[src/rtl/trace_capture_buf.sv]
module trace_capture_buf #(
  parameter int DEPTH = 8,
  parameter int AW    = 16,
  parameter int DW    = 16,
  localparam int EW   = AW + DW,
  localparam int PW   = (DEPTH > 1) ? $clog2(DEPTH) : 1,
  localparam int CW   = $clog2(DEPTH + 1)
) (
  input  logic          clk,
  input  logic          rst_n,
  input  logic          trace_en,
  input  logic [1:0]    mode,
  input  logic          align_before,
  input  logic          trigger,
  input  logic          pc_valid,
  input  logic [AW-1:0] pc,
  input  logic          cof,
  input  logic          acc_valid,
  input  logic [AW-1:0] acc_addr,
  input  logic [DW-1:0] acc_data,
  input  logic          rd_req,
  output logic [EW-1:0] rd_data,
  output logic [CW-1:0] count,
  output logic [PW-1:0] rd_ptr,
  output logic          capture_done
);
  localparam logic [CW-1:0] FULL_CNT = CW'(DEPTH);
  localparam logic [PW-1:0] LAST_SLOT = PW'(DEPTH - 1);

  logic [EW-1:0] mem [DEPTH];
  logic [PW-1:0] wr_ptr;
  logic [EW-1:0] last_q;
  logic          last_vld, started_q, en_q;
  logic          ev;
  logic [EW-1:0] ent;

  always_comb begin
    case (mode)
      2'b00, 2'b01: begin ev = pc_valid & cof; ent = {pc, {DW{1'b0}}}; end
      2'b10:        begin ev = acc_valid;      ent = {acc_addr, acc_data}; end
      default:      begin ev = pc_valid;       ent = {pc, {DW{1'b0}}}; end
    endcase
  end

  wire open_s = trace_en & ~en_q;
  wire full   = (count == FULL_CNT);
  wire armed  = align_before ? (started_q | trigger) : 1'b1;
  wire dup    = (mode == 2'b01) & last_vld & (ent == last_q);
  wire live   = trace_en & ~open_s;
  wire cap    = live & ~capture_done & armed & ev & ~dup & ~(full & align_before);
  wire pop    = live & capture_done & rd_req & (count != '0);
  wire ovw    = cap & full;

  assign rd_data = trace_en ? mem[rd_ptr] : '0;

  function automatic logic [PW-1:0] nxt(input logic [PW-1:0] p);
    return (p == LAST_SLOT) ? '0 : p + 1'b1;
  endfunction

  always_ff @(posedge clk) begin
    if (!rst_n) begin
      en_q <= 1'b0;
    end else begin
      en_q <= trace_en;
    end
    if (!rst_n || open_s) begin
      count        <= '0;
      rd_ptr       <= '0;
      wr_ptr       <= '0;
      capture_done <= 1'b0;
      started_q    <= 1'b0;
      last_vld     <= 1'b0;
      last_q       <= '0;
    end else if (trace_en) begin
      if (cap) begin
        mem[wr_ptr] <= ent;
        wr_ptr      <= nxt(wr_ptr);
        last_q      <= ent;
        last_vld    <= 1'b1;
      end
      if (cap & ~full) count <= count + 1'b1;
      else if (pop)    count <= count - 1'b1;
      if (pop | ovw) rd_ptr <= nxt(rd_ptr);
      if (align_before & trigger) started_q <= 1'b1;
      if (!capture_done) begin
        if (!align_before && trigger) capture_done <= 1'b1;
        else if (align_before && (full || (cap && count == FULL_CNT - 1'b1)))
          capture_done <= 1'b1;
      end
    end
  end


  open_clears_chk: assert property (@(posedge clk) disable iff (!rst_n)
    $rose(trace_en) |=> (count == '0 && rd_ptr == '0 && !capture_done));


  count_bound_chk: assert property (@(posedge clk) disable iff (!rst_n)
    count <= FULL_CNT);


  wait_trigger_chk: assert property (@(posedge clk) disable iff (!rst_n)
    (live && align_before && !started_q && !trigger && !capture_done)
      |=> (count == $past(count)));


  done_holds_chk: assert property (@(posedge clk) disable iff (!rst_n)
    (capture_done && trace_en && !open_s) |=> capture_done);


  pop_count_chk: assert property (@(posedge clk) disable iff (!rst_n)
    pop |=> ((count + 1'b1) == $past(count)));
endmodule

[config.mk]
export PLATFORM = sky130hd
export DESIGN_NAME = trace_capture_buf
export DESIGN_NICKNAME = d
export VERILOG_FILES = /design/src/rtl/trace_capture_buf.sv
export SDC_FILE = /design/constraint.sdc
export NUM_CORES = 1
export LEC_CHECK = 0
export ABC_AREA = 1
export BUFFER_PORTS_ARGS = -buffer_cell sky130_fd_sc_hd__buf_2
export CAP_MARGIN = 20
export CORE_UTILIZATION = 50
export DETAILED_ROUTE_END_ITERATION = 6
export PLACE_DENSITY_LB_ADDON = 0.15
export RECOVER_POWER = 50
export SYNTH_ARGS = -nofsm -noshare
export SYNTH_HDL_FRONTEND = slang
export SYNTH_SLANG_ARGS = --single-unit
[constraint.sdc]
create_clock -name clk -period 13.9 [get_ports clk]
set_input_delay 1.39 -clock clk [delete_from_list [all_inputs] [get_ports clk]]
set_output_delay 1.39 -clock clk [all_outputs]
set_load 0.01 [all_outputs]
==> parameters.txt <==
Parameter                              Value

Die
  Std-Cell Core Area    0.0252 sq mm
  Die outline area    roughly 0.026 sq mm
  Die Height    about 160 microns
  Die W    162 microns
  Top-level I/O count    99
  Number of standard-cell rows in the floorplan    between 50 and 60
  Initial cell density of the core    51.0%

Power
  Worst vdd ir    roughly 87 uV
  Static Leakage    5.40 nW
  Power density cells    131 mW/mm^2

STA
  Relative max-transition margin    -44.1%
  Unrepaired setup endpoints after global routing    false
  Share of the clock period used by the worst path after layout    49.3%
  Worst clock skew on the final layout    20.5 ps
  Least setup slack across all paths after layout    between 7000 and 8000 ps
  Max frequency    146 MHz
  Transition at the pin with the smallest max-transition slack    ~2200 ps
  Setup violations, final    0
  Accumulated negative setup slack    0 ps
  Final critical-path required period    6860 ps
  Final hold slack    465 ps
  Final Hold Violating Endpoints    0
  Final Slew Violations    92

Synthesis
  Cell variety after synth    33
  Avg Synthesized Cell Area    10.5 sq um
  Most frequently used cell type in the post-synthesis netlist    sky130_fd_sc_hd__edfxtp_1
  Number of flops mapped to enable cells by yosys    256
  Most instantiated flip-flop cell in the synthesis netlist    sky130_fd_sc_hd__edfxtp_1
  Main area contributors after synthesis    sky130_fd_sc_hd__edfxtp_1, sky130_fd_sc_hd__dfxtp_1, sky130_fd_sc_hd__o21ai_0
  Instance count of the mapped netlist    1222
  Number of flip-flops and latches in the synthesized netlist    305
  Count of yosys warnings during synthesis    0
  Share of the synthesized area in the top cell type    59.8%
  Summed instance area of the synthesized netlist    between 0.01 and 0.015 sq mm
  Synth area leader    sky130_fd_sc_hd__edfxtp_1
  Most used standard cells in the synthesized netlist    sky130_fd_sc_hd__edfxtp_1, sky130_fd_sc_hd__nor2_1, sky130_fd_sc_hd__o21ai_0
  Post-synth ARST share    0%
  Sequential share of the synthesized area    67.5%
  Post-synthesis net count    around 1300

Cells and area
  Layout cells sized above 1    13.1%
  Layout overhead on the synthesized area    13.9%
  Net count, final    1363
  Cell area after layout    0.0146 sq mm
  Post-Route Utilization    58.1%

GRT
  Via count of the first global-routing pass    8623
  Global routing usage summed across all routing layers    23.2%
  Initial antenna violation count    1
  Global route total overflow    0
  Maximum number of pins on one net before global-route repair    80
  Global-route wire length before repair    47100 microns

Route
  DR pass1 iterations    5
  Detail Route Antenna Nets    0
  Remaining design rule violation count    0
  Wire per inst    18.2 microns
  Via density per instance    5.45
  Final routed wirelength across all metal layers    30000 microns
  Iter 0 DRT Violations    557
  DR vias    9004

CTS
  CTS H-Tree Depth    1
  Root buffer selected by CTS    sky130_fd_sc_hd__clkbuf_16
  Clock tree sinks    305
  Post-CTS setup repair buffer count    0
  Maximum count of clock buffers along a single path    3
  Number of hold buffers added after CTS    0
  Source-to-sink clock delay at the later pin of the worst-skew pair    560 ps
  Clock tree from TritonCTS    done
  Gates resized, CTS repair    0
  TritonCTS buffer count    30
  Clock slew seen by the registers of the worst setup and hold paths    60 ps

Critical path
  Critical setup path kind    input port to flop
  Launching element type of the critical path    input port
  Most Frequent Cell on Critical Path    sky130_fd_sc_hd__nor2_1
  Critical path peak fanout    53
  Largest stage delay, worst path    1430 ps
  Crit path DAT    7330 ps
  Cell with the largest stage delay on the worst path    sky130_fd_sc_hd__o21ai_0
  CP cell instances    clkbuf_1, nand2_1, o21ai_0, nor2_1, nor2_1, nand2_1, nor2_1, nand3_2, nand2_1, inv_1, nand2_1, nand2_2, inv_2, nor2_1, nor2_1
  Required time reported for the critical path endpoint    14370 ps
  Critical path endpoint category    flop

Placement
  HPWL after detailed placement    17900 microns
  Area post-placement    around 0.014 sq mm
  Post-Place Setup Slack    8190 ps
  Routability cong.    0.782
  Buffers on Ports    98

Outcome
  Violated checks    capacitance limit, slew limit
  Outcome    finished with violations

Run
  Maximum Capacitance Violations    2

Min path
  Worst min path class    flop to flop
-- kinds of logic (layout without fill, tap and decap cells) --
logic type / after synthesis / count (layout) / share of synthesized area [%]
simple gates: 436 / 436 / 13.6
compound gates: 320 / 320 / 13.2
flops: 305 / 305 / 67.5
buf+inv: 153 / 252 / 4.84
fa+ha+maj: 7 / 7 / 0.740
xor+xnor: 1 / 1 / 0.0682
other cells: 0 / 1 / 0
-- worst paths after layout --
check	endpoint	startpoint	slack, ps	cells past startpoint
worst min-delay path	started_q	started_q	460	2
worst max-delay path	flop	mode[1]	7040	15
worst max register to register	mem[5][13]	count[0]	9570	11
worst min register to register	started_q	started_q	460	2
-- sequential cells by signal, summed over array words and instances (netlist names), named ones only --
register / count
wr_ptr: 3
en_q: 1
last_q: 32
count: 4
mem: 256
last_vld: 1
capture_done: 1
rd_ptr: 3
started_q: 1
-- layer usage --
layer  vias to the layer above  GRT usage [%]  routed length (microns)
li1                       4421              -                        -
met1                      4252           33.0                    13600
met2                       286           38.3                    14100
met3                        45           2.81                     1830
met4                         0           5.10                      481
met5                         -              0                        0
-- critical path, delay by kind of cell --
kind | cells | cell delay [ps]
compound gates | 1 | 1430
simple gates | 11 | 3130
buf+inv | 3 | 1330
-- cell type report --
cell class                 count  area (sq um)
antenna                        1          2.50
sequential                   305          8670
timing repair buffer         113           609
fill                        2138         10600
clock inverter                24           283
clock buffer                  32           768
inverter                      83           313
multi-input combinational    764          3570
tap                          330           413
-- layout by cell type, fill, tap and decap left out, types with 2 or more instances in the layout --
master / netlist / layout
sky130_fd_sc_hd__clkinvlp_4: 0 / 6
sky130_fd_sc_hd__ha_1: 6 / 6
sky130_fd_sc_hd__nor2_1: 238 / 241
sky130_fd_sc_hd__o211ai_1: 2 / 2
sky130_fd_sc_hd__clkbuf_1: 51 / 12
sky130_fd_sc_hd__nand3b_1: 3 / 3
sky130_fd_sc_hd__buf_2: 8 / 87
sky130_fd_sc_hd__clkbuf_16: 0 / 30
sky130_fd_sc_hd__edfxtp_1: 256 / 256
sky130_fd_sc_hd__nand2_1: 134 / 137
sky130_fd_sc_hd__bufinv_16: 0 / 5
sky130_fd_sc_hd__o21ai_0: 195 / 202
sky130_fd_sc_hd__o21bai_1: 2 / 2
sky130_fd_sc_hd__clkinv_1: 2 / 3
sky130_fd_sc_hd__nor3_2: 0 / 8
sky130_fd_sc_hd__dfxtp_1: 49 / 47
sky130_fd_sc_hd__inv_2: 5 / 4
sky130_fd_sc_hd__buf_4: 6 / 14
sky130_fd_sc_hd__inv_1: 76 / 77
sky130_fd_sc_hd__a21oi_1: 39 / 39
sky130_fd_sc_hd__nand3_1: 43 / 43
sky130_fd_sc_hd__a31oi_1: 35 / 35
sky130_fd_sc_hd__o22ai_1: 32 / 32
sky130_fd_sc_hd__o21ai_1: 13 / 7
sky130_fd_sc_hd__clkinv_2: 0 / 8
-- per-stage QoR --
step	power, mW	std cells
finish	1.91	1652
detailed placement	1.09	1595
global route	1.97	1651
CTS	1.93	1651
floorplan	1.06	1222
global placement	1.09	1594
-- report_power, final --
part | leakage [nW] | internal (mW) | total, mW | switching (mW)
clock | 0.502 | 0.497 | 0.842 | 0.345
sequential | 2.71 | 0.994 | 0.996 | 0.00183
combinational | 2.18 | 0.0216 | 0.0743 | 0.0528
(Power assumes the default switching activity.)
